<file path="src/rtl/spg_pkg.sv">
package spg_pkg;
  parameter int unsigned SPG_ADDR_W    = 48;
  parameter int unsigned SPG_BLK_LOG2  = 6;
  parameter int unsigned SPG_PAGE_LOG2 = 12;
  parameter int unsigned SPG_STRIDE_W  = 16;
  parameter int unsigned SPG_DEG_W     = 4;
  parameter int unsigned SPG_PRIO_W    = 2;

  typedef enum logic {
    SEQ_IDLE = 1'b0,
    SEQ_RUN  = 1'b1
  } seq_state_e;
endpackage

</file>
<file path="src/rtl/spg_seq_counter.sv">
// Walks the stride multiples: holds the running candidate line and the index.
module spg_seq_counter
  import spg_pkg::*;
#(
  parameter int unsigned LINE_W   = 42,
  parameter int unsigned STRIDE_W = 16,
  parameter int unsigned DEG_W    = 4
) (
  input  logic                       clk,
  input  logic                       rst,
  input  logic                       load,
  input  logic [LINE_W-1:0]          base_line,
  input  logic signed [STRIDE_W-1:0] stride,
  input  logic [DEG_W-1:0]           degree,
  input  logic                       advance,
  output logic                       busy,
  output logic [LINE_W-1:0]          cand_line
);
  localparam int unsigned EXT_W = LINE_W - STRIDE_W;

  seq_state_e          state_q;
  logic [LINE_W-1:0]   stride_q;
  logic [LINE_W-1:0]   stride_ext;
  logic [DEG_W-1:0]    idx_q;
  logic [DEG_W-1:0]    deg_q;
  logic                last_step;

  assign stride_ext = {{EXT_W{stride[STRIDE_W-1]}}, stride};
  assign last_step  = (idx_q == deg_q);
  assign busy       = (state_q == SEQ_RUN);

  always_ff @(posedge clk) begin
    if (rst) begin
      state_q   <= SEQ_IDLE;
      idx_q     <= '0;
      deg_q     <= '0;
      stride_q  <= '0;
      cand_line <= '0;
    end else if (load) begin
      stride_q  <= stride_ext;
      cand_line <= base_line + stride_ext;
      idx_q     <= {{(DEG_W-1){1'b0}}, 1'b1};
      deg_q     <= degree;
      state_q   <= (degree != '0) ? SEQ_RUN : SEQ_IDLE;
    end else if (advance && busy) begin
      cand_line <= cand_line + stride_q;
      idx_q     <= idx_q + 1'b1;
      if (last_step) state_q <= SEQ_IDLE;
    end
  end
endmodule

</file>
<file path="src/rtl/spg_page_filter.sv">
// Compares a candidate line with the page of the trigger and forms its byte address.
module spg_page_filter #(
  parameter int unsigned LINE_W    = 42,
  parameter int unsigned BLK_LOG2  = 6,
  parameter int unsigned PAGE_LOG2 = 12
) (
  input  logic [LINE_W-1:0]                        cand_line,
  input  logic [LINE_W-(PAGE_LOG2-BLK_LOG2)-1:0]   ref_page,
  output logic                                     keep,
  output logic [LINE_W+BLK_LOG2-1:0]               cand_addr
);
  localparam int unsigned IN_PAGE_W = PAGE_LOG2 - BLK_LOG2;

  assign keep      = (cand_line[LINE_W-1:IN_PAGE_W] == ref_page);
  assign cand_addr = {cand_line, {BLK_LOG2{1'b0}}};
endmodule

</file>
<file path="src/rtl/spg_out_stage.sv">
// Registered valid/ready output holding one candidate.
module spg_out_stage #(
  parameter int unsigned ADDR_W = 48
) (
  input  logic              clk,
  input  logic              rst,
  input  logic              step,
  input  logic              keep,
  input  logic [ADDR_W-1:0] addr_in,
  input  logic              pf_ready,
  output logic              pf_valid,
  output logic [ADDR_W-1:0] pf_addr,
  output logic              slot_free
);
  assign slot_free = !pf_valid || pf_ready;

  always_ff @(posedge clk) begin
    if (rst) begin
      pf_valid <= 1'b0;
      pf_addr  <= '0;
    end else if (step) begin
      pf_valid <= keep;
      if (keep) pf_addr <= addr_in;
    end else if (pf_ready) begin
      pf_valid <= 1'b0;
    end
  end
endmodule

</file>
<file path="src/rtl/stride_pf_gen.sv">
module stride_pf_gen
  import spg_pkg::*;
#(
  parameter int unsigned ADDR_W    = SPG_ADDR_W,
  parameter int unsigned BLK_LOG2  = SPG_BLK_LOG2,
  parameter int unsigned PAGE_LOG2 = SPG_PAGE_LOG2,
  parameter int unsigned STRIDE_W  = SPG_STRIDE_W,
  parameter int unsigned DEG_W     = SPG_DEG_W,
  parameter int unsigned PRIO_W    = SPG_PRIO_W
) (
  input  logic                          clk,
  input  logic                          rst,
  input  logic                          trig_valid,
  output logic                          trig_ready,
  input  logic [ADDR_W-BLK_LOG2-1:0]    trig_line,
  input  logic signed [STRIDE_W-1:0]    trig_stride,
  input  logic [DEG_W-1:0]              trig_degree,
  output logic                          pf_valid,
  input  logic                          pf_ready,
  output logic [ADDR_W-1:0]             pf_addr,
  output logic [PRIO_W-1:0]             pf_prio
);
  localparam int unsigned LINE_W    = ADDR_W - BLK_LOG2;
  localparam int unsigned IN_PAGE_W = PAGE_LOG2 - BLK_LOG2;
  localparam int unsigned PAGE_W    = LINE_W - IN_PAGE_W;

  logic              accept;
  logic              busy;
  logic              slot_free;
  logic              step;
  logic              keep;
  logic [LINE_W-1:0] cand_line;
  logic [ADDR_W-1:0] cand_addr;
  logic [PAGE_W-1:0] page_q;

  assign trig_ready = !busy && !pf_valid;
  assign accept     = trig_valid && trig_ready;
  assign step       = busy && slot_free;
  assign pf_prio    = '0;

  always_ff @(posedge clk) begin
    if (rst)         page_q <= '0;
    else if (accept) page_q <= trig_line[LINE_W-1:IN_PAGE_W];
  end

  spg_seq_counter #(
    .LINE_W   (LINE_W),
    .STRIDE_W (STRIDE_W),
    .DEG_W    (DEG_W)
  ) i_seq (
    .clk       (clk),
    .rst       (rst),
    .load      (accept),
    .base_line (trig_line),
    .stride    (trig_stride),
    .degree    (trig_degree),
    .advance   (step),
    .busy      (busy),
    .cand_line (cand_line)
  );

  spg_page_filter #(
    .LINE_W    (LINE_W),
    .BLK_LOG2  (BLK_LOG2),
    .PAGE_LOG2 (PAGE_LOG2)
  ) i_filter (
    .cand_line (cand_line),
    .ref_page  (page_q),
    .keep      (keep),
    .cand_addr (cand_addr)
  );

  spg_out_stage #(
    .ADDR_W (ADDR_W)
  ) i_out (
    .clk       (clk),
    .rst       (rst),
    .step      (step),
    .keep      (keep),
    .addr_in   (cand_addr),
    .pf_ready  (pf_ready),
    .pf_valid  (pf_valid),
    .pf_addr   (pf_addr),
    .slot_free (slot_free)
  );
endmodule

</file>
<file path="config.mk">
export PLATFORM = sky130hd
export DESIGN_NAME = stride_pf_gen
export DESIGN_NICKNAME = d
export VERILOG_FILES = /design/src/rtl/spg_pkg.sv /design/src/rtl/spg_seq_counter.sv /design/src/rtl/spg_page_filter.sv /design/src/rtl/spg_out_stage.sv /design/src/rtl/stride_pf_gen.sv
export SDC_FILE = /design/constraint.sdc
export NUM_CORES = 1
export LEC_CHECK = 0
export BUFFER_PORTS_ARGS = -buffer_cell sky130_fd_sc_hd__buf_4
export CORE_ASPECT_RATIO = 1.1
export CORE_MARGIN = 3
export CORE_UTILIZATION = 55
export CTS_CLUSTER_DIAMETER = 60
export DETAILED_ROUTE_END_ITERATION = 8
export GPL_ROUTABILITY_DRIVEN = 0
export MAX_ROUTING_LAYER = met4
export PLACE_DENSITY_LB_ADDON = 0.25
export SLEW_MARGIN = 20
export SYNTH_ARGS = -nofsm -noshare
export SYNTH_HDL_FRONTEND = slang
export SYNTH_HIERARCHICAL = 1
export SYNTH_SLANG_ARGS = --single-unit
export TNS_END_PERCENT = 100
</file>
<file path="constraint.sdc">
create_clock -name clk -period 6.6 [get_ports clk]
set_input_delay 1.32 -clock clk [delete_from_list [all_inputs] [get_ports clk]]
set_output_delay 1.32 -clock clk [all_outputs]
set_load 0.02 [all_outputs]
</file>
==> results.toml, run 1 <==
[layout]
syn2layout_area_growth_pct = 8.76
fill_cells = 1890
drive_gt1_share_pct = 16.7
finalNetCount = 1531
diodes = 0
final_cell_count_no_fill = 1649

[clocking]
cts_resized = 0
cts-buffers-inserted = 17
clock-sinks = 152
cts_tree = "yes"
path_clk_slew_ns = 0.07
ctsHtreeMaxLevel = 4
ctsRootBufferMaster = "clkbuf_16"
clock_latency_ns = 0.44
postCtsSetupBuffers = 0
cts_max_path_buffers = 2
hold_buffers = 0

[synthesis]
syn_area_um2 = 11600
synth_warnings = 6
ys_ff_latch = 152
synth_most_common_cell = "dfxtp_1"
synth_top_cell_by_area = "dfxtp_1"
synthArstFlopShare_pct = 0
seq_area_frac_synth_pct = 26.2
netlist.area_leader.share_pct = 26.2
ys_types = 66
synthesis.instances = 1364
synth_edf_count = 0
ys.flop_type = "dfxtp_1"
ys_top_cells_by_area = "dfxtp_1, ha_1, a21oi_1, mux2i_1, xor2_1"
synth_common_cells = "dfxtp_1, a21oi_1, ha_1"
syn_avg_cell_area_um2 = 8.51

[job]
maxCapViolations = 0

[min_path]
holdPathEnd = "page_q[23]$_SDFFE_PP0P_"
min_path_cells = 2
hold_class = "flip-flop to flip-flop"
min-delay-start = "page_q[23]$_SDFFE_PP0P_"

[route]
wl_mm = 29.8
route.detailed.drc = 0
drtAntennaViolNets = 0
via_per_inst = 5.97
dr_total_vias = 9845
dr.pass1.iters = 5
drtIter0Drc = 1056
wl_per_cell_um = 18.0

[global_route]
overflow = 0
grtUsageMet2_pct = 35.5
antenna_found_initial = 0
use_met3_pct = 3.36
grt_pass1_vias = 8669
grt_max_degree = 98
grt_pass1_wl_mm = 45.9
grt-busiest-layer = "met1"
grt.total_usage_pct = 26.1
met1_usage_pct = 40.1

[pwr]
vdd_drop_max_mv = 0.188
p_per_area_nw_per_um2 = 219
switching_share_pct = 34.3
p_leak_nw = 5.60
clockPowerShare_pct = 35.1
power.switching_mw = 0.950
p_int_mw = 1.82
p_seq_share_pct = 38.0
total_power_mw = 2.77
pwr-share-comb_pct = 26.9

[sta]
finalCriticalPeriod_ns = 3.89
relSlewSlack_pct = 30.0
period_share_pct = 58.9
hold_viol = 0
rsz0062_at_grt = "no"
finalSetupViolCount = 0
max_freq_mhz = 257
clock_skew_ns = 0.0135
tightest_slew_ns = 1.05
slew_violations = 0
setup_tns_ns = 0
fin_ws_ns = 2.71

[placed_design]
dp_cells = 1617
io_buffers = 115
dp_slack_ns = 2.28
dp_hpwl_mm = 22.1

[critical_path]
startpoint_type = "input pin"
r2r_start = "i_seq/cand_line[0]$_SDFFE_PP0P_"
r2r_cells = 12
cp-end-kind = "flip-flop"
r2r_slack_ns = 3.06
critPathMaxFanout = 4
required_ns = 6.93
worstPathArrival_ns = 4.21
worstSetupPathType = "input pin to flip-flop"
r2r_end = "i_seq/cand_line[34]$_SDFFE_PP0P_"

[floorplan]
io_pins = 118
die_w_um = 145
die_area_um2 = 22900
rows = 55
core-area_um2 = 20600
start_util_pct = 56.2
die_h_um = 158

[status]
status = "finished, final reports clean"
## power by group through the flow
stage / Clock, mW / Combinational [mW] / Sequential, mW
2_1_floorplan: 0 / 0.605 / 1.04
3_3_place_gp: 0 / 0.716 / 1.07
3_5_place_dp: 0 / 0.723 / 1.07
4_1_cts: 0.987 / 0.730 / 1.05
5_1_grt: 1.02 / 0.811 / 1.06
6_report: 0.972 / 0.743 / 1.05
## per-stage QoR
stage                     cell area, um^2  util (%)  hold slack [ns]
after CTS                           12600      61.2            0.489
after detailed placement            12100      58.4            0.473
after global placement              12100      58.4            0.471
final                               12600      61.2            0.489
after floorplan                     11600         -            0.460
after global routing                12600      61.2            0.504
## sequential cells by signal (all words and copies together), names as in the netlist
signal           cells
i_out/pf_addr       48
i_seq/cand_line     42
page_q              36
i_seq/stride_q      16
i_seq/deg_q          4
i_seq/idx_q          4
i_out/pf_valid       1
i_seq/busy           1
## area by class of cell
class | instances | area (um^2) | share of cell area (%)
multi-input cells | 1065 | 7660 | 60.7
repair buffers | 125 | 951 | 7.53
clock buffers | 18 | 439 | 3.48
flip-flops and latches | 152 | 3040 | 24.1
well taps | 256 | 320 | 2.54
clock inverters | 14 | 136 | 1.08
inverters | 19 | 71.3 | 0.565
## per-layer routing
| layer | share of wire, % | wire [um] | vias to the layer above |
|---|---|---|---|
| li1 | - | - | 4926 |
| met4 | 1.7 | 518 | 0 |
| met5 | 0 | 0 | - |
| met3 | 7.1 | 2110 | 25 |
| met2 | 41 | 12300 | 323 |
| met1 | 50 | 14900 | 4571 |
## how the worst max path moves through the flow
stage	start	endpoint	slack, ns	cells after the start
global placement	trig_line[0]	i_seq/cand_line[36]$_SDFFE_PP0P_	2.35	13
CTS	trig_line[0]	i_seq/cand_line[36]$_SDFFE_PP0P_	2.74	13
floorplan	trig_line[0]	i_seq/cand_line[36]$_SDFFE_PP0P_	2.75	12
finish	trig_line[0]	i_seq/cand_line[36]$_SDFFE_PP0P_	2.71	13
global route	trig_line[0]	i_seq/cand_line[36]$_SDFFE_PP0P_	2.58	13
detailed placement	trig_line[0]	i_seq/cand_line[36]$_SDFFE_PP0P_	2.28	13
## placed cells by master, fill, tap and decap left out, types with 4 or more instances in the layout
cell / count
nor3_1: 14
o21ai_0: 32
o211ai_1: 8
a21bo_2: 48
ha_1: 83
buf_4: 124
a21o_1: 57
nand2_1: 67
a211oi_1: 42
o21ai_1: 8
a2111oi_0: 4
nand4_1: 20
xnor2_1: 56
inv_1: 19
xor2_1: 61
clkbuf_16: 17
nor2b_1: 4
o21bai_1: 16
a41oi_1: 4
o2111ai_1: 4
nor2_1: 71
o22ai_1: 5
a31oi_1: 12
conb_1: 8
nand3_1: 61
a221oi_1: 14
inv_6: 5
a21oi_1: 149
o21a_1: 8
and2_1: 5
dfxtp_1: 152
mux2i_1: 61
nand2b_1: 76
nor4_1: 9
and3_1: 10
## kinds of logic after synthesis
family | Yosys count | synth area share, %
flops | 152 | 26.2
simple gates | 352 | 15.4
buf+inv | 153 | 8.11
xor+xnor | 117 | 8.83
compound gates | 442 | 26.8
fa+ha+maj | 85 | 9.29
mux | 61 | 5.26
other cells | 2 | 0.0647
## critical path: stages
cell and delay (ns):
buf_4 0.11, ha_1 0.23, fa_1 0.49, a211oi_1 0.37, o211ai_2 0.22, o211ai_2 0.15
a2111oi_4 0.12, o21bai_2 0.23, a31oi_4 0.15, a211oi_2 0.33, xor2_1 0.17, nor2_1 0.06
a311o_1 0.26
No activity file was read; power rests on OpenSTA's default activity.
==> inputs of run 2 (changes only) <==
- ABC_AREA: default -> 1
- clock period: 6.6 -> 4 ns (I/O delays scaled with it)
==> run 2 against run 1 <==
  * Sequential share of layout area decreased by 2.7 points
  * Total power increased by 72%
  * Critical path depth decreased by 3
  * Clock-buffer cell count unchanged
  * Synthesized cell count increased by 60%
  * Clock power increased by 65%
  * Worst hold slack got worse by 0.028 ns
  * Combinational power increased by 91%
  * Critical path type unchanged
  * Critical endpoint is now i_seq/cand_line[35]$_SDFFE_PP0P_
  * Largest cell class unchanged
==> results.toml, run 2 <==
[layout]
layout_common_cells = "nand2_1, inv_1, nor2_1"
reg.largest.list = "i_out/pf_addr (48), i_seq/cand_line (42), page_q (36)"
diodes = 0
design_area_um2 = 14200
finalNetCount = 2377
final_cell_count_no_fill = 2539
drive_gt1_share_pct = 8.80
regMostFlops = "i_out/pf_addr"
syn2layout_area_growth_pct = 9.32
layout_commonest_cell = "nand2_1"
largest_reg_flops = 48

[synthesis]
synthesis.instances = 2187
synthArstFlopShare_pct = 0
synth_most_common_cell = "nand2_1"
ys_types = 47
seq_area_frac_synth_pct = 23.4
syn_avg_cell_area_um2 = 5.95
ys.flop_type = "dfxtp_1"
synth_common_cells = "nand2_1, inv_1, nor2_1"
ys_ff_latch = 152
netlist.area_leader.share_pct = 23.4
syn_area_um2 = 13000
synth_top_cell_by_area = "dfxtp_1"
synth_edf_count = 0
synth_warnings = 6
ys_top_cells_by_area = "dfxtp_1, nand2_1, a21oi_1, ha_1, inv_1"

[route]
dr.pass1.iters = 9
drtIter0Drc = 1606
route.detailed.drc = 0
wl_mm = 41.2
via_per_inst = 5.60
wl_per_cell_um = 16.2
dr_total_vias = 14200
drtAntennaViolNets = 0

[critical_path]
required_ns = 4.31
critPathMaxFanout = 28
startpoint_type = "input pin"
worstPathArrival_ns = 3.05
worstSetupPathType = "input pin to flip-flop"
cp-end-kind = "flip-flop"

[floorplan]
die_h_um = 167
die_w_um = 153
start_util_pct = 56.3
core-area_um2 = 23100
die_area_um2 = 25500
io_pins = 118
rows = 58

[sta]
finalSetupViolCount = 0
relSlewSlack_pct = 41.2
clock_skew_ns = 0.0144
max_freq_mhz = 365
tightest_slew_ns = 0.878
period_share_pct = 68.5
finalCriticalPeriod_ns = 2.74
rsz0062_at_grt = "no"
slew_violations = 0
hold_viol = 0
setup_tns_ns = 0

[clocking]
cts-buffers-inserted = 17
cts_resized = 0
hold_buffers = 0
postCtsSetupBuffers = 0
clock_latency_ns = 0.43
cts_tree = "yes"
clock-sinks = 152
path_clk_slew_ns = 0.07
cts_max_path_buffers = 2
ctsHtreeMaxLevel = 4
ctsRootBufferMaster = "clkbuf_16"

[placed_design]
io_buffers = 115
dp_hpwl_mm = 32.1
dp_cells = 2507
place_area_um2 = 13600

[global_route]
antenna_found_initial = 0
grtUsageMet2_pct = 50.0
grt_pass1_wl_mm = 65.3
overflow = 0
grt-busiest-layer = "met2"
grt.total_usage_pct = 32.0
use_met3_pct = 3.85
grt_pass1_vias = 12900
met1_usage_pct = 43.2
grt_max_degree = 73

[pwr]
vdd_drop_max_mv = 0.292
p_leak_nw = 7.14
p_per_area_nw_per_um2 = 336

[min_path]
hold_class = "flip-flop to flip-flop"

[job]
maxCapViolations = 0

[status]
status = "finished, final reports clean"
run 2: changes by cell type in the layout (fill, tap and decap cells not counted), moves of 44 or more:
cell      delta
a21o_1      -52
a21bo_2     -48
nand2b_1    -76
nor2_1     +181
mux2i_1     -61
inv_1      +251
nand2_1    +562
nand3_1    +113
o21ai_0     +91
xor2_1      -44
a21oi_1     +76
run 2: critical path: stages:
cell and delay, ns:
buf_4 0.30, ha_1 0.36, a21oi_1 0.24, o21ai_0 0.18
a21oi_1 0.25, nand3_1 0.26, nand2_1 0.18, nand3b_1 0.09
a21oi_1 0.30, nor2_1 0.07
run 2: worst paths after layout:
check                                        from                                to  slack, ns  depth (start not counted)
setup / recovery                  trig_stride[15]  i_seq/cand_line[35]$_SDFFE_PP0P_       1.26                         10
hold / removal     i_out/pf_addr[36]$_SDFFE_PP0P_    i_out/pf_addr[36]$_SDFFE_PP0P_       0.46                          2
setup reg to reg  i_seq/stride_q[15]$_SDFFE_PP0P_  i_seq/cand_line[41]$_SDFFE_PP0P_       1.27                         13
hold reg to reg    i_out/pf_addr[36]$_SDFFE_PP0P_    i_out/pf_addr[36]$_SDFFE_PP0P_       0.46                          2
run 2: through the flow:
stage	setup slack (ns)	hold WS, ns	utilization [%]	power [mW]
2_1_floorplan	1.51	0.449	-	2.79
3_3_place_gp	0.940	0.449	59.1	3.12
3_5_place_dp	0.919	0.454	59.1	3.15
4_1_cts	1.36	0.464	61.6	4.74
5_1_grt	1.15	0.478	61.6	5.03
6_report	1.26	0.461	61.6	4.77
run 2: logic make-up after synthesis:
group                      Yosys count  synth area share [%]
adders and majority gates           85                  8.29
AOI/OAI and AO/OA                  399                  16.3
DFF                                152                  23.4
other                                2                0.0578
xor gates and xnor gates            37                  2.49
and+or+nand+nor                   1124                  35.9
buffers and inverters              388                  13.6
run 2: layout make-up:
| cell class | count | area [um^2] |
|---|---|---|
| Inverter | 273 | 1020 |
| Tap cell | 300 | 375 |
| Timing Repair Buffer | 129 | 968 |
| Multi-Input combinational cell | 1653 | 8230 |
| Clock inverter | 14 | 148 |
| Sequential cell | 152 | 3040 |
| Clock buffer | 18 | 429 |
| Fill cell | 2270 | 8860 |
run 2: report_power, final:
| part | leakage [nW] | switching (mW) | internal (mW) | total [mW] |
|---|---|---|---|---|
| registers | 1.25 | 0.139 | 1.61 | 1.75 |
| clock network | 0.278 | 0.762 | 0.836 | 1.60 |
| logic | 5.61 | 0.938 | 0.485 | 1.42 |
| total | 7.14 | 1.84 | 2.93 | 4.77 |
run 2: per-layer routing:
layer,up-vias,share of wire [%],wire length [um]
met4,0,3.5,1450
li1,7070,-,-
met3,95,9.1,3750
met2,671,44,18200
met1,6376,43,17800
met5,-,0,0
